$ cat src/rtl/irq_route_pkg.sv
package irq_route_pkg;

    localparam logic [1:0] ADDR_INDEX  = 2'd0;
    localparam logic [1:0] ADDR_WINDOW = 2'd1;
    localparam logic [1:0] ADDR_EOI    = 2'd2;

    localparam logic [7:0] VER_INDEX   = 8'h01;
    localparam logic [7:0] TABLE_BASE  = 8'h10;
    localparam logic [7:0] VERSION_ID  = 8'h20;

    // per-entry state: configuration plus tracking flags
    typedef struct packed {
        logic [7:0] vector;
        logic [2:0] dmode;
        logic       dst_logical;
        logic       act_low;
        logic       lvl;
        logic       masked;
        logic [7:0] dest;
        logic       rirr;
        logic       edge_pend;
        logic       act_prev;
    } ent_state_t;

endpackage

$ cat src/rtl/irq_route_entry.sv
module irq_route_entry
    import irq_route_pkg::*;
(
    input  logic        clk,
    input  logic        rst_n,
    input  logic        irq_raw,
    input  logic        wr_lo,
    input  logic        wr_hi,
    input  logic [31:0] wdata,
    input  logic        eoi_wr,
    input  logic [7:0]  eoi_vec,
    input  logic        grant,
    input  logic        queued,
    output logic        req,
    output logic [31:0] lo_word,
    output logic [31:0] hi_word,
    output logic [7:0]  vector,
    output logic [7:0]  dest
);

    ent_state_t st_d, st_q;
    logic       active;
    logic       rise;
    logic       unused_wdata;

    assign unused_wdata = ^{wdata[23:17], wdata[14], wdata[12]};

    always_comb begin
        st_d   = st_q;
        active = irq_raw ^ st_q.act_low;
        rise   = active & ~st_q.act_prev;
        st_d.act_prev = active;

        if (wr_lo) begin
            st_d.vector      = wdata[7:0];
            st_d.dmode       = wdata[10:8];
            st_d.dst_logical = wdata[11];
            st_d.act_low     = wdata[13];
            st_d.lvl         = wdata[15];
            st_d.masked      = wdata[16];
        end
        if (wr_hi) begin
            st_d.dest = wdata[31:24];
        end

        // edge capture uses the mask in force when the edge happens
        if (grant && !st_q.lvl) begin
            st_d.edge_pend = 1'b0;
        end
        if (rise && !st_q.masked && !st_q.lvl) begin
            st_d.edge_pend = 1'b1;
        end

        // remote IRR: EOI clears, a new grant sets (grant wins a tie)
        if (eoi_wr && st_q.lvl && (eoi_vec == st_q.vector)) begin
            st_d.rirr = 1'b0;
        end
        if (grant && st_q.lvl) begin
            st_d.rirr = 1'b1;
        end

        if (st_q.masked) begin
            req = 1'b0;
        end else if (st_q.lvl) begin
            req = active & ~st_q.rirr;
        end else begin
            req = st_q.edge_pend;
        end
    end

    always_ff @(posedge clk or negedge rst_n) begin
        if (!rst_n) begin
            st_q        <= '0;
            st_q.masked <= 1'b1;
        end else begin
            st_q <= st_d;
        end
    end

    assign lo_word = {15'd0, st_q.masked, st_q.lvl, st_q.rirr, st_q.act_low,
                      queued, st_q.dst_logical, st_q.dmode, st_q.vector};
    assign hi_word = {st_q.dest, 24'd0};
    assign vector  = st_q.vector;
    assign dest    = st_q.dest;

endmodule

$ cat src/rtl/irq_route_pick.sv
module irq_route_pick #(
    parameter int N     = 8,
    parameter int IDX_W = 3
) (
    input  logic [N-1:0]     req,
    output logic             any,
    output logic [IDX_W-1:0] idx
);

    always_comb begin
        any = |req;
        idx = '0;
        for (int i = N - 1; i >= 0; i--) begin
            if (req[i]) begin
                idx = IDX_W'(i);
            end
        end
    end

endmodule

$ cat src/rtl/irq_route_ctl.sv
module irq_route_ctl
    import irq_route_pkg::*;
#(
    parameter int NUM_ENTRIES = 8
) (
    input  logic                   clk,
    input  logic                   rst_n,
    input  logic                   bus_wr,
    input  logic [1:0]             bus_addr,
    input  logic [31:0]            bus_wdata,
    output logic [31:0]            bus_rdata,
    input  logic [NUM_ENTRIES-1:0] irq_in,
    output logic                   msg_valid,
    input  logic                   msg_ready,
    output logic [7:0]             msg_vector,
    output logic [7:0]             msg_dest
);

    localparam int IDX_W = (NUM_ENTRIES > 1) ? $clog2(NUM_ENTRIES) : 1;

    typedef struct packed {
        logic [7:0]       index;
        logic             valid;
        logic [7:0]       vector;
        logic [7:0]       dest;
        logic [IDX_W-1:0] src;
    } ctl_state_t;

    ctl_state_t ctl_d, ctl_q;

    logic                             win_wr;
    logic                             eoi_wr;
    logic [NUM_ENTRIES-1:0]           req_vec;
    logic [NUM_ENTRIES-1:0]           grant_vec;
    logic [NUM_ENTRIES-1:0]           status_vec;
    logic [NUM_ENTRIES-1:0]           rirr_vec;
    logic [NUM_ENTRIES-1:0][31:0]     lo_words;
    logic [NUM_ENTRIES-1:0][31:0]     hi_words;
    logic [NUM_ENTRIES-1:0][7:0]      ent_vec;
    logic [NUM_ENTRIES-1:0][7:0]      ent_dest;
    logic                             pick_any;
    logic [IDX_W-1:0]                 pick_idx;
    logic [31:0]                      win_rd;

    assign win_wr = bus_wr && (bus_addr == ADDR_WINDOW);
    assign eoi_wr = bus_wr && (bus_addr == ADDR_EOI);

    for (genvar g = 0; g < NUM_ENTRIES; g++) begin : g_ent
        localparam logic [7:0] LO_IX = TABLE_BASE + 8'(2 * g);
        localparam logic [7:0] HI_IX = TABLE_BASE + 8'(2 * g + 1);

        assign status_vec[g] = ctl_q.valid && (ctl_q.src == IDX_W'(g));
        assign rirr_vec[g]   = lo_words[g][14];

        irq_route_entry u_ent (
            .clk     (clk),
            .rst_n   (rst_n),
            .irq_raw (irq_in[g]),
            .wr_lo   (win_wr && (ctl_q.index == LO_IX)),
            .wr_hi   (win_wr && (ctl_q.index == HI_IX)),
            .wdata   (bus_wdata),
            .eoi_wr  (eoi_wr),
            .eoi_vec (bus_wdata[7:0]),
            .grant   (grant_vec[g]),
            .queued  (status_vec[g]),
            .req     (req_vec[g]),
            .lo_word (lo_words[g]),
            .hi_word (hi_words[g]),
            .vector  (ent_vec[g]),
            .dest    (ent_dest[g])
        );
    end

    irq_route_pick #(
        .N     (NUM_ENTRIES),
        .IDX_W (IDX_W)
    ) u_pick (
        .req (req_vec),
        .any (pick_any),
        .idx (pick_idx)
    );

    // window read decode
    always_comb begin
        win_rd = '0;
        if (ctl_q.index == VER_INDEX) begin
            win_rd = {8'd0, 8'(NUM_ENTRIES), 8'd0, VERSION_ID};
        end
        for (int n = 0; n < NUM_ENTRIES; n++) begin
            if (ctl_q.index == (TABLE_BASE + 8'(2 * n))) begin
                win_rd = lo_words[n];
            end
            if (ctl_q.index == (TABLE_BASE + 8'(2 * n + 1))) begin
                win_rd = hi_words[n];
            end
        end
    end

    always_comb begin
        case (bus_addr)
            ADDR_INDEX:  bus_rdata = {24'd0, ctl_q.index};
            ADDR_WINDOW: bus_rdata = win_rd;
            default:     bus_rdata = '0;
        endcase
    end

    // next state: index register and the delivery slot
    always_comb begin
        ctl_d     = ctl_q;
        grant_vec = '0;
        if (bus_wr && (bus_addr == ADDR_INDEX)) begin
            ctl_d.index = bus_wdata[7:0];
        end
        if (ctl_q.valid) begin
            if (msg_ready) begin
                ctl_d.valid = 1'b0;
            end
        end else if (pick_any) begin
            ctl_d.valid         = 1'b1;
            ctl_d.vector        = ent_vec[pick_idx];
            ctl_d.dest          = ent_dest[pick_idx];
            ctl_d.src           = pick_idx;
            grant_vec[pick_idx] = 1'b1;
        end
    end

    always_ff @(posedge clk or negedge rst_n) begin
        if (!rst_n) begin
            ctl_q <= '0;
        end else begin
            ctl_q <= ctl_d;
        end
    end

    assign msg_valid  = ctl_q.valid;
    assign msg_vector = ctl_q.vector;
    assign msg_dest   = ctl_q.dest;

endmodule

$ cat config.mk
export PLATFORM = sky130hd
export DESIGN_NAME = irq_route_ctl
export DESIGN_NICKNAME = d
export VERILOG_FILES = /design/src/rtl/irq_route_pkg.sv /design/src/rtl/irq_route_entry.sv /design/src/rtl/irq_route_pick.sv /design/src/rtl/irq_route_ctl.sv
export SDC_FILE = /design/constraint.sdc
export NUM_CORES = 1
export LEC_CHECK = 0
export ABC_AREA = 1
export BUFFER_PORTS_ARGS = -buffer_cell sky130_fd_sc_hd__buf_2
export CORE_AREA = 2 2 212 131
export CTS_CLUSTER_SIZE = 8
export DETAILED_ROUTE_END_ITERATION = 8
export DIE_AREA = 0 0 214 133
export PLACE_DENSITY = 0.64
export SKIP_LAST_GASP = 1
export SYNTH_ARGS = -nofsm -noshare
export SYNTH_HDL_FRONTEND = slang
export SYNTH_SLANG_ARGS = --single-unit
$ cat constraint.sdc
create_clock -name clk -period 2.7 [get_ports clk]
set_clock_uncertainty 0.15 [all_clocks]
set_input_delay 0.405 -clock clk [delete_from_list [all_inputs] [get_ports clk]]
set_output_delay 0.405 -clock clk [all_outputs]
set_load 0.02 [all_outputs]
==> results.md, run 1 <==
* Status: finished with violations
* Failing checks: setup timing
* Initial core utilization at 48.66%
* Clock root cell: clkbuf_16
* Power Total at 0.01120 W
* CP cell instances: buf_6 > nand2_8 > nor2_4 > nand2_8 > o22ai_2 > a21oi_2 > o21ai_1 > nor2_1 > nand4_1 > nand2_2 > nand2_2 > buf_6
* Die Width at 214 um
* DP Wirelength at 33550 um
* Antenna Diode Count at 0
* Setup WS post-layout at -0.3313 ns
* Layout area overhead at 23.21%
* Worst Setup End Kind: output pin
* Commonest non-fill, non-tap cell in the layout: nand2_1
* Fmax at 0.3299 GHz
* CTS Sinks at 236
* Buf+Inv Stages, Crit Path at 2
* Max-cap violations at 0
* Final WL at 46570 um
* Post-route DRC at 0
* Synth Warn # at 0
* CTS buffer count at 35
* Critical path launch point type: register
* RSZ-0062 raised after global routing: true
* Routed vias/inst at 5.683
* CP max stage cell: dfrtp_2
* GRT Resource Usage Total at 32.84%
* Yosys reg bits at 236
* Commonest non-fill, non-tap cells in the layout: 532 x nand2_1, 226 x dfrtp_1, 196 x o21ai_0, 116 x inv_1, 99 x buf_4
* Final setup violation count at 25
* Ys flop type: dfrtp_1
* Drt pass-1 iters at 6
* Chip Height at 133 um
* Filler instances at 2448
* Rel. slew slack at 52.64%
* CP Class: reg -> out
* TNS Setup at -6.706 ns
* IO buf count at 79
* Netlist cell types at 50
* Worst slew pin tran at 0.7078 ns
* Peak VDD IR at 0.0004854 V
* Worst skew pair latency at 0.52 ns
* Initial drt markers at 1642
* Layout Utilization at 59.96%
* Number of global-route vias before repair at 11740
* Mapped Cells at 1708
* Share of async-settable or async-resettable flops after synthesis at 100.0%
* DR WL/cell at 20.76 um
* Post-Place Setup Slack at -0.02865 ns
* CP max FO at 7
* Gpl congestion at 0.9455
* Initial antenna violation count at 1
* Required time of the critical path at 2.14 ns
* Post-synth EDFFs at 0
* Vias at 12750
* Final hold vios at 0
* ANT nets after route at 0
* Power Dens Cells at 698.2 nW/um^2
* CP delay by family, top: simple AND/OR/NAND/NOR gates
* Final #Nets at 1911
* Syn_area_per_cell at 7.624 um^2
* H-tree depth at 2
* Synthesized area at 13020 um^2
* Share of cells above drive strength 1 at 21.32%
* Register area share after synthesis at 45.43%
* Lkg Pwr at 7.439 nW
* First-pass GRT wire length at 70880 um
* HP Class: in -> reg
* Pins over their slew limit at 0
* # IOs at 95
* Register clock-pin slew on the reported worst setup and hold paths at 0.05 ns
* Full die area at 28460 um^2
* Gr ovfl total at 0
* Clock Tree Buf Depth at 3
* Tmin final at 3.031 ns
* Largest net degree at the start of global routing at 65
* TritonCTS clock tree: done
* Final clock period utilization by the worst path at 112.3%
* Core area at 26760 um^2
* Slowest stage delay, CP at 0.47 ns
* Arr. time, crit path at 2.48 ns
* Std cell rows at 47
[where the power goes]
part	switching, W	internal [W]	leakage, nW	total [W]
clock	0.00156	0.00243	0.463	0.00399
combinational	0.00201	0.000955	3.83	0.00297
sequential	0.000318	0.00392	3.15	0.00424
[cells by family (layout without fill, tap and decap cells)]
logic type	count (synthesis)	in the layout	synth area share, %
flip-flops	236	236	45.43
AND/OR/NAND/NOR	867	867	29.59
buffers and inverters	238	401	8.446
other	1	6	0.02880
AO/OA/AOI/OAI	337	337	14.27
XOR/XNOR	29	29	2.239
[worst paths after layout]
check | cells past startpoint | slack, ns | to | from
hold / removal | 4 | 0.03 | g_ent[4].u_ent.st_q[0] | irq_in[4]
hold reg to reg | 1 | 0.29 | g_ent[7].u_ent.st_q[1] | g_ent[7].u_ent.st_q[0]
max in group asynchronous | 3 | 1.31 | ctl_q[25] | rst_n
min in group asynchronous | 2 | 0.26 | g_ent[3].u_ent.lo_word[15] | rst_n
setup reg to reg | 14 | 0.15 | msg_dest[1] | g_ent[0].u_ent.lo_word[15]
setup / recovery | 12 | -0.33 | bus_rdata[7] | ctl_q[21]
[tightest hold or removal path: cells and delay by family]
family,cells,cell delay (ns)
and+or+nand+nor,2,0.10
buffers and inverters,2,0.15
[area by class of cell]
class / count / area [um^2] / share of cell area, %
tap: 367 / 459.2 / 2.862
inverter: 144 / 580.6 / 3.619
clock inverter: 2 / 38.79 / 0.2418
sequential: 236 / 5918 / 36.89
clock buffer: 46 / 917.1 / 5.717
timing repair buffer: 208 / 1754 / 10.93
multi-input combinational: 1239 / 6370 / 39.71
timing repair inverter: 1 / 5.005 / 0.03120
[cells in the mapped netlist (all sizes together) (3+ instances only)]
cell	n	share of area [%]
xnor2	13	0.87
dfstp	8	1.6
a21oi	39	1.5
o22ai	21	1.0
o41ai	3	0.20
o21ai	235	9.0
buf	57	3.1
clkbuf	37	1.1
nand3b	10	0.61
nor3	20	0.81
o2111ai	9	0.61
nor4	5	0.24
nand3	95	3.7
or2	14	0.67
nor2	117	4.6
xor2	16	1.4
a22o	5	0.34
inv	142	4.2
a211oi	8	0.46
nand2	578	18
dfrtp	228	44
nand4	26	1.2
a221oi	9	0.61
[through the flow]
stage	area [um^2]	std cells	hold WS (ns)
after global placement	14200	2157	0.2225
final	16040	2243	0.02667
after global routing	16040	2243	0.02187
after CTS	15760	2234	0.009646
after detailed placement	14200	2157	0.2162
after floorplan	13040	1713	-0.04059
[state kept, by name (all words and copies together), names as in the netlist]
register and count:
msg_dest 8, g_ent.u_ent.st_q 16, ctl_q 11, msg_vector 8
msg_valid 1, g_ent.u_ent.dest 64, g_ent.u_ent.vector 64, g_ent.u_ent.lo_word 64
[metal layers]
layer,global-route usage (%),up-vias,share of wire (%)
met3,12.05,81,14
met2,41.96,699,38
met4,7.343,0,1.8
met5,0,-,0
met1,51.52,6080,46
li1,-,5888,-
[repair_timing]
item	CTS	global route
hold buffers	7	0
setup buffers	19	11
endpoints found under the setup margin	25	28
pin swaps	18	34
endpoints found under the hold margin	56	0
gates resized for setup	102	61
gates cloned	3	0
Power figures use the tool's default switching activity.
==> run 2, diff against run 1 <==
==> constraint.sdc (replaced) <==
create_clock -name clk -period 2.7 [get_ports clk]
set_clock_uncertainty 0.15 [all_clocks]
set_input_delay 0.135 -clock clk [delete_from_list [all_inputs] [get_ports clk]]
set_output_delay 0.135 -clock clk [all_outputs]
set_load 0.02 [all_outputs]
==> run 2 against run 1 <==
The flow still finishes with violations (setup timing); utilization increased by 0.78 points; clock-buffer cell count increased by 2; first-iteration DRC count increased by 1.9%; routed wire length increased by 2.4%; fmax increased by 7.8%; power increased by 0.29%; sequential cell count unchanged; critical path type unchanged; largest cell class unchanged; largest power group unchanged.
==> results.md, run 2 (same netlist as run 1, synthesis figures left out) <==
* Post-route DRC at 0 (unchanged)
* Status: finished with violations (unchanged)
* Hold Path Sink: ctl_q[20] (was g_ent[4].u_ent.st_q[0])
* Arr. time, crit path at 2.53 ns (was 2.48 ns)
* DP Wirelength at 33670 um (was 33550 um)
* HP Class: in -> reg (unchanged)
* Final clock period utilization by the worst path at 104.2% (was 112.3%)
* Inst Count DP at 2133 (was 2157)
* Initial drt markers at 1673 (was 1642)
* Largest net degree at the start of global routing at 71 (was 65)
* Worst skew pair latency at 0.54 ns (was 0.52 ns)
* Rel. slew slack at 51.12% (was 52.64%)
* Area of the multi-input gates at 6455 um^2 (was 6370 um^2)
* Filler instances at 2458 (was 2448)
* Post-Place Setup Slack at 0.2077 ns (was -0.02865 ns)
* Routed vias/inst at 5.682 (was 5.683)
* Max-cap violations at 0 (unchanged)
* Final hold vios at 0 (unchanged)
* Depth of the worst register-to-register path at 14 (unchanged)
* Commonest non-fill, non-tap cell in the layout: nand2_1 (unchanged)
* Chip Height at 133 um (unchanged)
* Clock Tree Buf Depth at 3 (unchanged)
* Number of global-route vias before repair at 11760 (was 11740)
* Drt pass-1 iters at 7 (was 6)
* Commonest non-fill, non-tap cells in the layout: 523 x nand2_1, 225 x dfrtp_1, 198 x o21ai_0, 109 x inv_1, 87 x nand3_1 (was 532 x nand2_1, 226 x dfrtp_1, 196 x o21ai_0, 116 x inv_1, 99 x buf_4)
* Gr ovfl total at 0 (unchanged)
* Layout area overhead at 24.80% (was 23.21%)
* Full die area at 28460 um^2 (unchanged)
* Fmax at 0.3555 GHz (was 0.3299 GHz)
* CP max FO at 6 (was 7)
* Peak VDD IR at 0.0004913 V (was 0.0004854 V)
* CTS Sinks at 236 (unchanged)
* Required time of the critical path at 2.41 ns (was 2.14 ns)
* Storage cell area at 5919 um^2 (was 5918 um^2)
* Critical path launch point type: register (unchanged)
* Setup WS post-layout at -0.1132 ns (was -0.3313 ns)
* TritonCTS clock tree: done (unchanged)
* Power Dens Cells at 691.3 nW/um^2 (was 698.2 nW/um^2)
* Initial core utilization at 48.66% (unchanged)
* Std cell rows at 47 (unchanged)
* Gpl congestion at 0.9965 (was 0.9455)
* Vias at 12800 (was 12750)
* Final setup violation count at 22 (was 25)
* Critical R2R Capture: msg_dest[4] (was msg_dest[1])
* First-pass GRT wire length at 71560 um (was 70880 um)
* Power Total at 0.01123 W (was 0.01120 W)
* Core area at 26760 um^2 (unchanged)
* Worst r2r src: g_ent[0].u_ent.lo_word[15] (unchanged)
* Register clock-pin slew on the reported worst setup and hold paths at 0.05 ns (about the same)
* Share of cells above drive strength 1 at 22.16% (was 21.32%)
* H-tree depth at 2 (unchanged)
* Hold Crit Start: bus_wdata[0] (was irq_in[4])
* CTS buffer count at 35 (unchanged)
* Clock root cell: clkbuf_16 (unchanged)
* ANT nets after route at 0 (unchanged)
* Failing checks: setup timing (unchanged)
* Non-filler cells, final at 2253 (was 2243)
* # IOs at 95 (unchanged)
* Worst slew pin tran at 0.7310 ns (was 0.7078 ns)
* Hold path depth at 3 (was 4)
* Lkg Pwr at 7.521 nW (was 7.439 nW)
* Tmin final at 2.813 ns (was 3.031 ns)
* Setup slack, reg-to-reg at 0.17 ns (was 0.15 ns)
* Worst Setup End Kind: output pin (unchanged)
* Die Width at 214 um (unchanged)
* GRT Resource Usage Total at 33.31% (was 32.84%)
* RSZ-0062 raised after global routing: true (unchanged)
* Final WL at 47700 um (was 46570 um)
* CP Class: reg -> out (unchanged)
* IO buf count at 79 (unchanged)
* Initial antenna violation count at 0 (was 1)
* Pins over their slew limit at 0 (unchanged)
* Antenna Diode Count at 0 (unchanged)
* Final #Nets at 1917 (was 1911)
* DR WL/cell at 21.17 um (was 20.76 um)
==> run 2: layer usage <==
metal / track usage [%] / wire, um
met2: 42.35 / 18150
met4: 7.148 / 735
met5: 0 / 0
met3: 15.77 / 7299
met1: 50.25 / 21510
==> run 2: through the flow <==
| stage | hold slack [ns] | instance area (um^2) | util (%) | TNS, ns |
|---|---|---|---|---|
| 6_report | 0.01437 | 16250 | 60.73 | -1.264 |
| 5_1_grt | 0.03791 | 16250 | 60.73 | -2.991 |
| 4_1_cts | 0.01136 | 15800 | 59.05 | -1.467 |
| 3_5_place_dp | -0.009385 | 13980 | 52.26 | 0 |
| 3_3_place_gp | -0.009042 | 13980 | 52.26 | 0 |
| 2_1_floorplan | -0.3106 | 13040 | - | 0 |
==> run 2: cell type report <==
type                    count  share of cell area [%]
clock inverters             4                  0.1925
multi-input cells        1239                   39.72
repair buffers            215                   11.60
inverters                 144                   3.542
well taps                 367                   2.826
clock buffers              48                   5.690
flip-flops and latches    236                   36.43
==> run 2: worst max-delay path, stage by stage (launching register included) <==
cell     delay [ns]
dfrtp_1        0.40
nand2_2        0.09
nor2_4         0.22
buf_12         0.18
nand2_8        0.06
nor2_8         0.11
buf_12         0.13
buf_8          0.11
a21oi_2        0.04
o21ai_1        0.08
nor2_1         0.06
nand4_1        0.15
nand2_1        0.09
nand2_2        0.12
buf_6          0.14
==> run 2: what timing repair did <==
action	CTS	global route
pin swaps	33	50
resized for setup	102	99
cloned	2	0
hold buffers	27	0
endpoints found under the hold margin	339	0
setup endpoints to repair	25	25
setup buffers	25	17
==> run 2: worst max-delay path by stage <==
stage / from / endpoint / slack [ns] / cells past startpoint
final: ctl_q[24] / bus_rdata[7] / -0.11 / 14
after global routing: ctl_q[25] / bus_rdata[12] / -0.19 / 15
after CTS: ctl_q[27] / bus_rdata[14] / -0.13 / 15
after detailed placement: ctl_q[23] / bus_rdata[31] / 0.21 / 11
after global placement: ctl_q[23] / bus_rdata[31] / 0.21 / 11
after floorplan: ctl_q[25] / bus_rdata[15] / 0.57 / 11
==> run 2: power breakdown <==
part / total (W) / internal, W / switching [W] / leakage [nW]
Sequential: 0.00426 / 0.00392 / 0.000341 / 3.14
Clock: 0.00397 / 0.00237 / 0.00160 / 0.464
Combinational: 0.00300 / 0.000971 / 0.00203 / 3.91
Total: 0.0112 / 0.00726 / 0.00398 / 7.52
